**src/rtl/thermseq_pkg.sv**
```systemverilog
package thermseq_pkg;

  typedef enum logic [1:0] {
    PH_IDLE  = 2'd0,
    PH_PRE   = 2'd1,
    PH_SENSE = 2'd2,
    PH_HOLD  = 2'd3
  } phase_e;

  // strobes from the control FSM to the datapath
  typedef struct packed {
    logic loadPre;
    logic loadSense;
    logic loadHold;
    logic latchSel;
    logic flagErr;
    logic preOn;
    logic senseOn;
    logic holdOn;
  } ctrl_strobe_t;

endpackage

```
**src/rtl/thermseq_ctrl.sv**
```systemverilog
module thermseq_ctrl
  import thermseq_pkg::*;
(
  input  logic         clk,
  input  logic         rstN,
  input  logic         reqValid,
  input  logic         idxOk,
  input  logic         phaseEnd,
  output ctrl_strobe_t strobe,
  output logic         done
);

  phase_e phase, phaseNext;

  always_ff @(posedge clk or negedge rstN) begin
    if (!rstN) phase <= PH_IDLE;
    else       phase <= phaseNext;
  end

  always_comb begin
    phaseNext = phase;
    strobe    = '0;
    done      = 1'b0;
    unique case (phase)
      PH_IDLE: begin
        if (reqValid && idxOk) begin
          phaseNext       = PH_PRE;
          strobe.loadPre  = 1'b1;
          strobe.latchSel = 1'b1;
        end else if (reqValid) begin
          strobe.flagErr = 1'b1;
        end
      end
      PH_PRE: begin
        strobe.preOn = 1'b1;
        if (phaseEnd) begin
          phaseNext        = PH_SENSE;
          strobe.loadSense = 1'b1;
        end
      end
      PH_SENSE: begin
        strobe.senseOn = 1'b1;
        if (phaseEnd) begin
          phaseNext       = PH_HOLD;
          strobe.loadHold = 1'b1;
        end
      end
      PH_HOLD: begin
        strobe.holdOn = 1'b1;
        if (phaseEnd) begin
          phaseNext = PH_IDLE;
          done      = 1'b1;
        end
      end
      default: phaseNext = PH_IDLE;
    endcase
  end

endmodule

```
**src/rtl/thermseq_datapath.sv**
```systemverilog
module thermseq_datapath
  import thermseq_pkg::*;
#(
  parameter int NUM_FE    = 8,
  parameter int CNT_W     = 16,
  parameter int SENSE_MIN = 125,
  parameter int SENSE_MAX = 10000,
  parameter int IDX_W     = 4
) (
  input  logic              clk,
  input  logic              rstN,
  input  logic [IDX_W-1:0]  reqIndex,
  input  logic [CNT_W-1:0]  cfgPreCycles,
  input  logic [CNT_W-1:0]  cfgSenseCycles,
  input  logic [CNT_W-1:0]  cfgHoldCycles,
  input  ctrl_strobe_t      strobe,
  output logic              idxOk,
  output logic              phaseEnd,
  output logic              preGateN,
  output logic [NUM_FE-1:0] feGateN,
  output logic              shHold,
  output logic              idxError
);

  localparam logic [CNT_W-1:0] MIN_LEN = CNT_W'(SENSE_MIN);
  localparam logic [CNT_W-1:0] MAX_LEN = CNT_W'(SENSE_MAX);
  localparam logic [CNT_W-1:0] ONE     = CNT_W'(1);

  logic [CNT_W-1:0]  phaseCnt;
  logic [CNT_W-1:0]  preLen, senseLen, holdLen;
  logic [NUM_FE-1:0] decodeHot, selHot;
  logic              errReg;

  assign idxOk = (32'(reqIndex) < NUM_FE);

  for (genvar g = 0; g < NUM_FE; g++) begin : g_decode
    assign decodeHot[g] = (reqIndex == IDX_W'(g));
  end

  assign preLen   = (cfgPreCycles  == '0) ? ONE : cfgPreCycles;
  assign holdLen  = (cfgHoldCycles == '0) ? ONE : cfgHoldCycles;
  assign senseLen = (cfgSenseCycles < MIN_LEN) ? MIN_LEN :
                    (cfgSenseCycles > MAX_LEN) ? MAX_LEN : cfgSenseCycles;

  always_ff @(posedge clk or negedge rstN) begin
    if (!rstN) begin
      phaseCnt <= '0;
      selHot   <= '0;
      errReg   <= 1'b0;
    end else begin
      errReg <= strobe.flagErr;
      if (strobe.latchSel) selHot <= decodeHot;
      if (strobe.loadPre)        phaseCnt <= preLen;
      else if (strobe.loadSense) phaseCnt <= senseLen;
      else if (strobe.loadHold)  phaseCnt <= holdLen;
      else if (phaseCnt != '0)   phaseCnt <= phaseCnt - ONE;
    end
  end

  assign phaseEnd = (phaseCnt == ONE);
  assign preGateN = ~strobe.preOn;
  assign feGateN  = strobe.senseOn ? ~selHot : '1;
  assign shHold   = strobe.holdOn;
  assign idxError = errReg;

endmodule

```
**src/rtl/thermal_readout_seq.sv**
```systemverilog
module thermal_readout_seq
  import thermseq_pkg::*;
#(
  parameter int NUM_FE    = 8,
  parameter int CNT_W     = 16,
  parameter int SENSE_MIN = 125,
  parameter int SENSE_MAX = 10000,
  localparam int IDX_W    = $clog2(NUM_FE) + 1
) (
  input  logic              clk,
  input  logic              rstN,
  input  logic              reqValid,
  input  logic [IDX_W-1:0]  reqIndex,
  input  logic [CNT_W-1:0]  cfgPreCycles,
  input  logic [CNT_W-1:0]  cfgSenseCycles,
  input  logic [CNT_W-1:0]  cfgHoldCycles,
  output logic              preGateN,
  output logic [NUM_FE-1:0] feGateN,
  output logic              shHold,
  output logic              done,
  output logic              idxError
);

  ctrl_strobe_t strobe;
  logic         idxOk;
  logic         phaseEnd;

  thermseq_ctrl u_ctrl (
    .clk      (clk),
    .rstN     (rstN),
    .reqValid (reqValid),
    .idxOk    (idxOk),
    .phaseEnd (phaseEnd),
    .strobe   (strobe),
    .done     (done)
  );

  thermseq_datapath #(
    .NUM_FE    (NUM_FE),
    .CNT_W     (CNT_W),
    .SENSE_MIN (SENSE_MIN),
    .SENSE_MAX (SENSE_MAX),
    .IDX_W     (IDX_W)
  ) u_dp (
    .clk            (clk),
    .rstN           (rstN),
    .reqIndex       (reqIndex),
    .cfgPreCycles   (cfgPreCycles),
    .cfgSenseCycles (cfgSenseCycles),
    .cfgHoldCycles  (cfgHoldCycles),
    .strobe         (strobe),
    .idxOk          (idxOk),
    .phaseEnd       (phaseEnd),
    .preGateN       (preGateN),
    .feGateN        (feGateN),
    .shHold         (shHold),
    .idxError       (idxError)
  );

endmodule

```
**config.mk**
```make
export PLATFORM = sky130hd
export DESIGN_NAME = thermal_readout_seq
export DESIGN_NICKNAME = d
export VERILOG_FILES = /design/src/rtl/thermseq_pkg.sv /design/src/rtl/thermseq_ctrl.sv /design/src/rtl/thermseq_datapath.sv /design/src/rtl/thermal_readout_seq.sv
export SDC_FILE = /design/constraint.sdc
export NUM_CORES = 1
export LEC_CHECK = 0
export BUFFER_PORTS_ARGS = -buffer_cell sky130_fd_sc_hd__buf_2
export CORE_MARGIN = 2
export CORE_UTILIZATION = 50
export DETAILED_ROUTE_END_ITERATION = 7
export GPL_ROUTABILITY_DRIVEN = 0
export PLACE_DENSITY = 0.78
export SETUP_SLACK_MARGIN = 0.15
export SLEW_MARGIN = 20
export SYNTH_ARGS = -nofsm -noshare
export SYNTH_HDL_FRONTEND = slang
export SYNTH_SLANG_ARGS = --single-unit
```
**constraint.sdc**
```tcl
create_clock -name clk -period 4.01 [get_ports clk]
set_input_delay 0.2005 -clock clk [delete_from_list [all_inputs] [get_ports clk]]
set_output_delay 0.2005 -clock clk [all_outputs]
set_load 0.02 [all_outputs]
```
# Word level (Yosys, flattened, before mapping)
# Index checks and enable logic that the tools add are counted.
dict set report word_totals {
  regBits 27
  input_bits 55
  out_inout_bits 12
}
dict set report classes {
  n_addsub 1
  n_lt_le_gt_ge 3
  n_eq_ne 15
  mux 26
  bitwise_logic 2
  n_reduce_logical 8
}
# op n
set ops {}
lappend ops {{2-to-1 mux 16 bit} 8}
lappend ops {{zero test 16 bit} 2}
lappend ops {{== test 16 x 1 -> 1 bit (second input constant)} 1}
lappend ops {{== test 4 x 3 -> 1 bit (second input constant)} 4}
lappend ops {{greater-than comparator 16 x 14 -> 1 bit (second input constant)} 1}
lappend ops {{less-than comparator 16 x 7 -> 1 bit (second input constant)} 1}
lappend ops {{nonzero test 16 bit} 1}
lappend ops {{subtractor 16 x 1 -> 16 bit (second input constant)} 1}
lappend ops {{2-to-1 mux 1 bit} 11}
lappend ops {{2-to-1 mux 2 bit} 5}
lappend ops {{== test 4 x 2 -> 1 bit (second input constant)} 2}
lappend ops {{2-to-1 mux 8 bit} 1}
lappend ops {{inverter 8 bit} 1}
lappend ops {{one-hot mux 2 bit (4 select lines)} 1}
lappend ops {{!= test 2 bit (second input constant)} 3}
lappend ops {{== test 2 bit (second input constant)} 2}
lappend ops {{== test 4 x 1 -> 1 bit (second input constant)} 1}
lappend ops {{zero test 4 bit} 1}
lappend ops {{less-than comparator 4 bit (second input constant)} 1}
lappend ops {{AND reduction 4 bit} 1}
lappend ops {{nonzero test 4 bit} 1}
lappend ops {{== test 2 x 1 -> 1 bit (second input constant)} 1}
lappend ops {{zero test 2 bit} 1}
lappend ops {{!= test 2 x 1 -> 1 bit (second input constant)} 1}
lappend ops {{other kinds (2)} 2}

# Longest topological paths before layout
# Gate-level depths: netlist of the first run.
dict set report logic_depth {
  depth_word 6
  depth_mapped 9
}

# By module
# A second synthesis of the first run with hierarchy kept.
dict set report unflattened {
  hier_cells 254
  area_unflattened_um2 2055.7
}
# mod instances cells_each area_per_inst_um2 seq_area_each_um2
set modules_own_cells {}
lappend modules_own_cells {thermseq_datapath 1 233 1854.3 625.6}
lappend modules_own_cells {thermseq_ctrl 1 21 201.4 50.0}

# Worst setup path after synthesis of the first run
# Ideal clock, no wire load.
dict set report synth_path {
  path_kind {register to register}
  startpoint {register u_dp.phaseCnt[4]}
  endpoint {register u_dp.phaseCnt[8]}
  setup_ps 92
  t_arrival_ps 1988
  slack_ps 1930
  stages_incl_launch_ff 9
  path_buffers 2
  path_cell_list {dfrtp_1 > nor4_4 > and3_1 > buf_6 > and4_1 > buf_4 > nor2_2 > o32a_1 > o31ai_2}
}
dict set report synth_between {
  elab_chain_len 6
  word_cells_on_any_way 11
  classes_between {1 x add/sub; 1 x eq/ne; 7 x mux; 2 x reduce/logical}
}
# item line_no
set synth_rtl {}
lappend synth_rtl {{start, declared} thermseq_datapath.sv:29} ;# logic [CNT_W-1:0] phaseCnt;
lappend synth_rtl {{start signal, assigned} thermseq_datapath.sv:53} ;# if (strobe.loadPre) phaseCnt <= preLen;
lappend synth_rtl {{start signal, assigned} thermseq_datapath.sv:54} ;# else if (strobe.loadSense) phaseCnt <= senseLen;
lappend synth_rtl {{start signal, assigned} thermseq_datapath.sv:55} ;# else if (strobe.loadHold) phaseCnt <= holdLen;
lappend synth_rtl {{branches (longest 6 deep; another with subtractor 16 x 1 -> 16 bit)} --}
# Parallel ways; which one is timed is not known. The select of a mux whose other input is x is not followed.
# A chain may end at the register's enable or synchronous reset.

# Final worst setup path of the first run
# Ends and elaborated chain as after synthesis.

==> summary.md, run 1 <==
| Metric | Value |
|---|---|
| Post-detailed-route DRC marker count | 0 |
| Area of the die | 0.00499 sq mm |
| Nets | 393 |
| Layout cells sized above 1 | 0.270 |
| Type of the worst setup path | reg -> reg |
| Number of warning messages in the yosys log | 0 |
| Total gr overflow | 0 |
| CTS tree | yes |
| Std-Cell Rows | 24 |
| Capturing element type of the critical path | register |
| Count of hold buffers inserted by post-cts repair | 1 |
| Number of detailed-routing iterations run before antenna repair | 4 |
| Core region area | 0.00432 sq mm |
| Reg2Reg Capture Point | u_dp.phaseCnt[8]$_DFFE_PN0P_ |
| Num ports | 67 |
| Worst-case setup slack after placement | 1.39 ns |
| CTS max path bufs | 2 |
| Setup repair after global routing missed its margin | no |
| MaxCap Viol Count | 0 |
| Number of antenna violations at the first check in global routing | 0 |
| Maximum number of pins on one net before global-route repair | 28 |
| Fmax | 0.374 GHz |
| Initial cell density of the core | 0.513 |
| Total number of vias | 2,310 |
| Data arrival time of the critical path | 2.87 ns |
| Total negative slack | 0 ns |
| Count of pins over their slew limit | 0 |
| Post-DR wirelength/cell | 16.0 um |
| Count of mapped cells out of synthesis | 272 |
| Post-synth EDFFs | 0 |
| Crit path max fanout | 17 |
| Port Buf Inserts | 66 |
| Outcome | finished, final reports clean |
| Total global routing track utilization | 0.257 |
| Required @ worst endpoint | 4.21 ns |
| Leakage dissipation | 0.00117 uW |
| Register-to-register setup slack | 1.34 ns |
| Synthesized area per cell | 8.16 sq um |
| PostCTS Resize Cnt | 0 |
| Post-CTS clock slew at the launch and capture registers of the worst setup and hold paths | 0.10 ns |
| Min-Delay Endpoint | u_dp.phaseCnt[6]$_DFFE_PN0P_ |
| Die height | 70.6 um |
| Leading register cell type out of synthesis | sky130_fd_sc_hd__dfrtp_1 |
| Detailed-placement wirelength estimate | 4.76 mm |
| Pin slew with the least headroom to its limit | 0.643 ns |
| CTS Root Cell | sky130_fd_sc_hd__clkbuf_8 |
| Classification of the worst-slack hold path | in -> reg |
| Power per cell area | 550 mW/mm^2 |
| Setup Viol. Count Final | 0 |
| Register bit total from synthesis | 27 |
| Startpoint of the worst hold path | cfgPreCycles[6] |
| Remaining number of nets flagged by the antenna check after routing | 0 |
| Vias in the first global route | 2,180 |
| Min Tclk post-route | 2.67 ns |
| Horizontal extent of the die | 70.6 um |
| ANT cells | 0 |
| Worst clock skew | 0.00670 ns |
| Initial DRC count | 212 |
| Number of clock buffers inserted by TritonCTS | 3 |
| Ys async rst share | 1.00 |
| Worst Setup Start Kind | register |
| First-pass GRT wire length | 10.4 mm |
| Share of synthesized area occupied by flip-flops and latches | 0.305 |
| Most common library cell in the layout ignoring fill and taps | sky130_fd_sc_hd__buf_2 |
| Net count after synthesis | 334 |
| Number of clock sinks seen by CTS | 27 |
| Number of distinct library cells after synthesis | 60 |
| Part of the cycle the worst path needs | 0.666 |
| Smallest setup slack after layout | 1.34 ns |
| Leading cell types in the layout, fill and taps excluded | sky130_fd_sc_hd__buf_2, sky130_fd_sc_hd__nand2_1, sky130_fd_sc_hd__nor2_1 |
| Number of instances on the worst hold path | 3 |
| Maximum VDD drop | 0.000313 V |
| Final count of hold timing violations | 0 |
| Area growth from synthesis to final layout | 17.6% |
| Netlist Area Pre-Place | 0.00222 sq mm |
| Reg2Reg Launch Point | u_dp.phaseCnt[4]$_DFFE_PN0P_ |
| Number of levels the H-tree was split into | 1 |
| Worst slew margin | 0.571 |
| Clock latency reported for the late side of the worst-skew pair | 0.28 ns |
| Wirelength, routed | 6.12 mm |
| Post-detailed-route via-to-cell ratio | 6.05 |
| Worst r2r path cells | 6 |
| Post-CTS setup buffer count | 0 |
## flip-flops by register name, summed over array words and instances (netlist names)
name	cells
u_dp.phaseCnt	16
u_dp.idxError	1
u_dp.selHot	8
u_ctrl.phase	2
## routing by layer
layer,track usage,wire [um],vias up
met4,0.0629,75,0
li1,-,-,1118
met5,0,0,-
met1,0.393,2950,1086
met2,0.393,2720,97
met3,0.0285,382,9
## cells by family after synthesis
logic type	share of synthesized area
xor gates and xnor gates	0.0395
muxes	0.0389
and+or+nand+nor	0.337
AOI/OAI and AO/OA	0.195
DFF	0.305
adders and majority gates	0.0395
buffers and inverters	0.0457
## how the worst max path moves through the flow
| stage | start | to | slack (ns) |
|---|---|---|---|
| 3_3_place_gp | u_dp.phaseCnt[4]$_DFFE_PN0P_ | u_dp.phaseCnt[8]$_DFFE_PN0P_ | 1.50 |
| 2_1_floorplan | u_dp.phaseCnt[4]$_DFFE_PN0P_ | u_dp.phaseCnt[8]$_DFFE_PN0P_ | 1.93 |
| 5_1_grt | u_dp.phaseCnt[4]$_DFFE_PN0P_ | u_dp.phaseCnt[9]$_DFFE_PN0P_ | 1.13 |
| 3_5_place_dp | u_dp.phaseCnt[4]$_DFFE_PN0P_ | u_dp.phaseCnt[8]$_DFFE_PN0P_ | 1.39 |
| 4_1_cts | u_dp.phaseCnt[4]$_DFFE_PN0P_ | u_dp.phaseCnt[8]$_DFFE_PN0P_ | 1.38 |
| 6_report | u_dp.phaseCnt[4]$_DFFE_PN0P_ | u_dp.phaseCnt[8]$_DFFE_PN0P_ | 1.34 |
## critical path, stage by stage, from the launching register on
cell                       delay [ns]
sky130_fd_sc_hd__dfrtp_1         0.45
sky130_fd_sc_hd__nor4_4          0.46
sky130_fd_sc_hd__and3_1          0.38
sky130_fd_sc_hd__and4_1          0.62
sky130_fd_sc_hd__nand2b_1        0.26
sky130_fd_sc_hd__o32a_1          0.23
sky130_fd_sc_hd__o31ai_2         0.20
## where the power goes
part | switching [uW] | internal (uW) | total (uW)
combinational | 381 | 331 | 711
clock | 95.1 | 70.8 | 166
sequential | 159 | 398 | 557
## cell usage after synthesis (3+ instances only)
master / instances / area share
sky130_fd_sc_hd__a21o_1: 3 / 0.010
sky130_fd_sc_hd__dfrtp_1: 27 / 0.30
sky130_fd_sc_hd__xor2_1: 4 / 0.016
sky130_fd_sc_hd__or4_1: 4 / 0.014
sky130_fd_sc_hd__nor3_1: 12 / 0.027
sky130_fd_sc_hd__a31oi_1: 3 / 0.0085
sky130_fd_sc_hd__nor4_1: 10 / 0.028
sky130_fd_sc_hd__or2_2: 3 / 0.0085
sky130_fd_sc_hd__nand4_1: 3 / 0.0085
sky130_fd_sc_hd__mux2_2: 5 / 0.025
sky130_fd_sc_hd__a211o_1: 4 / 0.016
sky130_fd_sc_hd__nand4b_1: 3 / 0.012
sky130_fd_sc_hd__o21ai_0: 15 / 0.034
sky130_fd_sc_hd__nand3_1: 8 / 0.018
sky130_fd_sc_hd__a21oi_1: 11 / 0.025
sky130_fd_sc_hd__inv_1: 8 / 0.014
sky130_fd_sc_hd__ha_1: 7 / 0.039
sky130_fd_sc_hd__mux2i_1: 3 / 0.014
sky130_fd_sc_hd__and3_1: 4 / 0.011
sky130_fd_sc_hd__clkbuf_1: 8 / 0.014
sky130_fd_sc_hd__o21a_1: 3 / 0.010
sky130_fd_sc_hd__nor2_1: 31 / 0.052
sky130_fd_sc_hd__nand2_1: 36 / 0.061
sky130_fd_sc_hd__xnor2_1: 6 / 0.024
sky130_fd_sc_hd__and4_1: 3 / 0.012
## final cells by class
class	instances	area [sq um]
timing repair buffer	68	348
multi-input combinational	223	1440
tap	52	65.1
fill	404	1720
sequential	27	676
clock buffer	3	41.3
clock inverter	1	7.51
inverter	8	30.0
## stage by stage
stage | total power (uW) | utilization | std cells | hold WS, ns | area, sq um
2_1_floorplan | 1060 | - | 272 | -0.0951 | 2220
4_1_cts | 1430 | 0.603 | 382 | 0.142 | 2610
5_1_grt | 1560 | 0.603 | 382 | 0.158 | 2610
3_3_place_gp | 1240 | 0.590 | 377 | 0.258 | 2550
3_5_place_dp | 1260 | 0.590 | 377 | 0.262 | 2550
6_report | 1430 | 0.603 | 382 | 0.141 | 2610
(Power assumes the default switching activity.)
==> run 2: changes to the inputs <==
--- a/config.mk
+++ b/config.mk
@@ -5,12 +5,13 @@
 export SDC_FILE = /design/constraint.sdc
 export NUM_CORES = 1
 export LEC_CHECK = 0
+export ABC_AREA = 1
 export BUFFER_PORTS_ARGS = -buffer_cell sky130_fd_sc_hd__buf_2
 export CORE_MARGIN = 2
-export CORE_UTILIZATION = 50
+export CORE_UTILIZATION = 48
 export DETAILED_ROUTE_END_ITERATION = 7
 export GPL_ROUTABILITY_DRIVEN = 0
-export PLACE_DENSITY = 0.78
+export PLACE_DENSITY = 0.77
 export SETUP_SLACK_MARGIN = 0.15
 export SLEW_MARGIN = 20
 export SYNTH_ARGS = -nofsm -noshare
==> constraint.sdc (replaced) <==
create_clock -name clk -period 2.15 [get_ports clk]
set_input_delay 0.1075 -clock clk [delete_from_list [all_inputs] [get_ports clk]]
set_output_delay 0.1075 -clock clk [all_outputs]
set_load 0.02 [all_outputs]
==> run 2 against run 1 <==
Final cell count rose by 45%. Routed wire length is 16% higher. Register-to-register slack got worse by 1.0 ns. Worst hold slack worse by 0.083 ns. Critical path depth is 4 higher. Die area increased by 17%. First-iteration DRC count rose by 22%. Critical endpoint is now u_dp.phaseCnt[7]$_DFFE_PN0P_.
==> summary.md, run 2 <==
| Metric | Value |
|---|---|
| Outcome | finished, final reports clean |
| Part of the cycle the worst path needs | 0.865 (+0.199) |
| ANT cells | 0 (unchanged) |
| Number of instances on the worst hold path | 3 (unchanged) |
| Worst Setup Start Kind | register |
| Number of warning messages in the yosys log | 0 (unchanged) |
| MaxCap Viol Count | 0 (unchanged) |
| Reg2Reg Capture Point | u_dp.phaseCnt[7]$_DFFE_PN0P_ |
| Worst slew margin | 0.571 (about the same) |
| CTS Root Cell | sky130_fd_sc_hd__clkbuf_8 |
| Total negative slack | 0 ns (unchanged) |
| Maximum number of pins on one net before global-route repair | 28 (unchanged) |
| CTS tree | yes |
| Number of clock buffers inserted by TritonCTS | 3 (unchanged) |
| Std-Cell Rows | 26 (+8.3%) |
| Total number of vias | 2,833 (+23%) |
| Cell with the most instances after synthesis | sky130_fd_sc_hd__nand2_1 |
| Leading cell types in the layout, fill and taps excluded | sky130_fd_sc_hd__nand2_1, sky130_fd_sc_hd__nor2_1, sky130_fd_sc_hd__buf_2 |
| Layout cells sized above 1 | 0.230 (-0.0399) |
| Clock latency reported for the late side of the worst-skew pair | 0.27 ns (about the same) |
| First-pass GRT wire length | 11.7 mm (+12%) |
| Top cell type's share of synthesized area | 0.269 (-0.0358) |
| Most frequent cells after synthesis | sky130_fd_sc_hd__nand2_1, sky130_fd_sc_hd__nor2_1, sky130_fd_sc_hd__inv_1, sky130_fd_sc_hd__nand3_1, sky130_fd_sc_hd__dfrtp_1 |
| Startpoint of the worst hold path | cfgPreCycles[10] |
| Netlist Area Pre-Place | 0.00251 sq mm (+13%) |
| Final count of hold timing violations | 0 (unchanged) |
| CTS max path bufs | 2 (unchanged) |
| Classification of the worst-slack hold path | in -> reg |
| Share of synthesized area occupied by flip-flops and latches | 0.269 (-0.0358) |
| Type of the worst setup path | reg -> reg |
| Worst r2r path cells | 10 (+4) |
| Net count after synthesis | 472 (+41%) |
| Initial cell density of the core | 0.495 (-0.0177) |
| Detailed-placement wirelength estimate | 5.57 mm (+17%) |
| Final core area utilization | 0.598 (-0.00542) |
| Synthesized area per cell | 6.13 sq um (-25%) |
| Count of pins over their slew limit | 0 (unchanged) |
| Leading register cell type out of synthesis | sky130_fd_sc_hd__dfrtp_1 |
| Number of levels the H-tree was split into | 1 (unchanged) |
| Pin slew with the least headroom to its limit | 0.644 ns (+0.000121 ns) |
| Post-DR wirelength/cell | 12.8 um (-20%) |
| Post-detailed-route via-to-cell ratio | 5.12 (-15%) |
| Area of the die | 0.00583 sq mm (+17%) |
| Number of distinct library cells after synthesis | 34 (-43%) |
| Leakage dissipation | 0.00158 uW (+35%) |
| Most common library cell in the layout ignoring fill and taps | sky130_fd_sc_hd__nand2_1 |
| Register-to-register setup slack | 0.29 ns (-1.05 ns) |
| Min-Delay Endpoint | u_dp.phaseCnt[10]$_DFFE_PN0P_ |
| Post-synth EDFFs | 0 (unchanged) |
| Fmax | 0.538 GHz (+44%) |
| Maximum VDD drop | 0.000704 V (+120%) |
| Core region area | 0.00507 sq mm (+17%) |
| Nets | 546 (+39%) |
| Num ports | 67 (unchanged) |
| Required @ worst endpoint | 2.34 ns (-1.87 ns) |
| Post-CTS clock slew at the launch and capture registers of the worst setup and hold paths | 0.10 ns (about the same) |
| Total gr overflow | 0 (unchanged) |
| Setup Viol. Count Final | 0 (unchanged) |
| Register bit total from synthesis | 27 (unchanged) |
| Port Buf Inserts | 66 (unchanged) |
| Reg2Reg Launch Point | u_dp.phaseCnt[1]$_DFFE_PN0P_ |
| Crit path max fanout | 11 (-6) |
| Power per cell area | 859 mW/mm^2 (+56%) |
| Min Tclk post-route | 1.86 ns (-0.811 ns) |
| Number of detailed-routing iterations run before antenna repair | 5 (+1) |
| Registers with the most flip-flops | u_dp.phaseCnt: 16 flops, u_dp.selHot: 8 flops, u_ctrl.phase: 2 flops |
| Remaining number of nets flagged by the antenna check after routing | 0 (unchanged) |
| Flip-flop count of the largest register, all copies and words added | 16 (unchanged) |
| Post-detailed-route DRC marker count | 0 (unchanged) |
| Data arrival time of the critical path | 2.05 ns (-0.82 ns) |
| Area growth from synthesis to final layout | 20.7% |
| Number of clock sinks seen by CTS | 27 (unchanged) |
| Die height | 76.4 um (+8.2%) |
| Capturing element type of the critical path | register |
| Cell accounting for the most synthesized area | sky130_fd_sc_hd__dfrtp_1 |
| Horizontal extent of the die | 76.4 um (+8.2%) |
| Count of mapped cells out of synthesis | 410 (+51%) |
| Biggest area contributors in the synthesized netlist | sky130_fd_sc_hd__dfrtp_1, sky130_fd_sc_hd__nand2_1, sky130_fd_sc_hd__nor2_1 |
| Initial DRC count | 259 (+22%) |
| Setup repair after global routing missed its margin | no |
| Worst clock skew | 0.00263 ns (-0.00407 ns) |
| Number of antenna violations at the first check in global routing | 0 (unchanged) |
| Largest Register | u_dp.phaseCnt |
| Wirelength, routed | 7.10 mm (+16%) |
| Total global routing track utilization | 0.244 (-0.0131) |
| Vias in the first global route | 2,585 (+19%) |
| Ys async rst share | 1.00 (unchanged) |
## run 2: worst max path at each step
stage	start	slack (ns)	to	cells past startpoint
2_1_floorplan	u_ctrl.phase[0]$_DFFE_PN0P_	0.44	u_dp.phaseCnt[2]$_DFFE_PN0P_	9
3_3_place_gp	u_dp.phaseCnt[1]$_DFFE_PN0P_	0.23	u_dp.phaseCnt[13]$_DFFE_PN0P_	10
3_5_place_dp	u_dp.phaseCnt[1]$_DFFE_PN0P_	0.20	u_dp.phaseCnt[7]$_DFFE_PN0P_	10
4_1_cts	u_dp.phaseCnt[1]$_DFFE_PN0P_	0.18	u_dp.phaseCnt[7]$_DFFE_PN0P_	10
5_1_grt	u_ctrl.phase[0]$_DFFE_PN0P_	0.17	u_dp.phaseCnt[0]$_DFFE_PN0P_	10
6_report	u_dp.phaseCnt[1]$_DFFE_PN0P_	0.29	u_dp.phaseCnt[7]$_DFFE_PN0P_	10
## run 2: cells by family after synthesis
group                    after synthesis  synth area share
AO/OA/AOI/OAI                         44             0.109
XOR/XNOR                               2           0.00697
adder cells (fa/ha/maj)                7            0.0348
buffers and inverters                 54            0.0891
flip-flops                            27             0.269
AND/OR/NAND/NOR                      276             0.491
## run 2: layer usage
metal / share of wire / GRT usage
met5: 0 / 0
met4: 0.012 / 0.0782
met3: 0.058 / 0.0178
met2: 0.48 / 0.415
met1: 0.45 / 0.332
## run 2: worst max-delay path, stage by stage, from the launching register on
cell                       delay (ns)
sky130_fd_sc_hd__dfrtp_1         0.41
sky130_fd_sc_hd__inv_1           0.12
sky130_fd_sc_hd__ha_1            0.15
sky130_fd_sc_hd__nand2_1         0.08
sky130_fd_sc_hd__nor2_4          0.23
sky130_fd_sc_hd__nand3_4         0.17
sky130_fd_sc_hd__clkinv_4        0.16
sky130_fd_sc_hd__nand2_1         0.09
sky130_fd_sc_hd__nand3_1         0.12
sky130_fd_sc_hd__nand2_1         0.06
sky130_fd_sc_hd__a21oi_1         0.16
## run 2: cell type report
type	count	area, sq um
Inverter	44	170
Fill cell	509	2040
Multi-Input combinational cell	330	1630
Clock inverter	1	7.51
Clock buffer	3	41.3
Timing Repair Buffer	78	423
Tap cell	70	87.6
Sequential cell	27	676
## run 2: where the power goes
group          internal [uW]  leakage, uW  switching, uW  total [uW]
Sequential               714     0.000334            220         934
Clock                    132    0.0000217            172         304
Combinational            515      0.00123            855        1370
## run 2: timing repair
| item | CTS | global route |
|---|---|---|
| resized for setup | 0 | 1 |
| hold buffers | 1 | 0 |
| setup buffers | 0 | 7 |
| setup endpoints to repair | 0 | 11 |
| endpoints found under the hold margin | 27 | 0 |
## run 2: through the flow
| stage | total power (uW) | cells | hold WS (ns) | worst slack [ns] | area [sq um] |
|---|---|---|---|---|---|
| detailed placement | 2280 | 540 | 0.176 | 0.203 | 2910 |
| global route | 2820 | 553 | 0.0663 | 0.174 | 3030 |
| global placement | 2240 | 540 | 0.167 | 0.234 | 2910 |
| floorplan | 1880 | 410 | -0.188 | 0.437 | 2510 |
| CTS | 2580 | 545 | 0.0546 | 0.175 | 2970 |
| finish | 2610 | 553 | 0.0579 | 0.290 | 3030 |
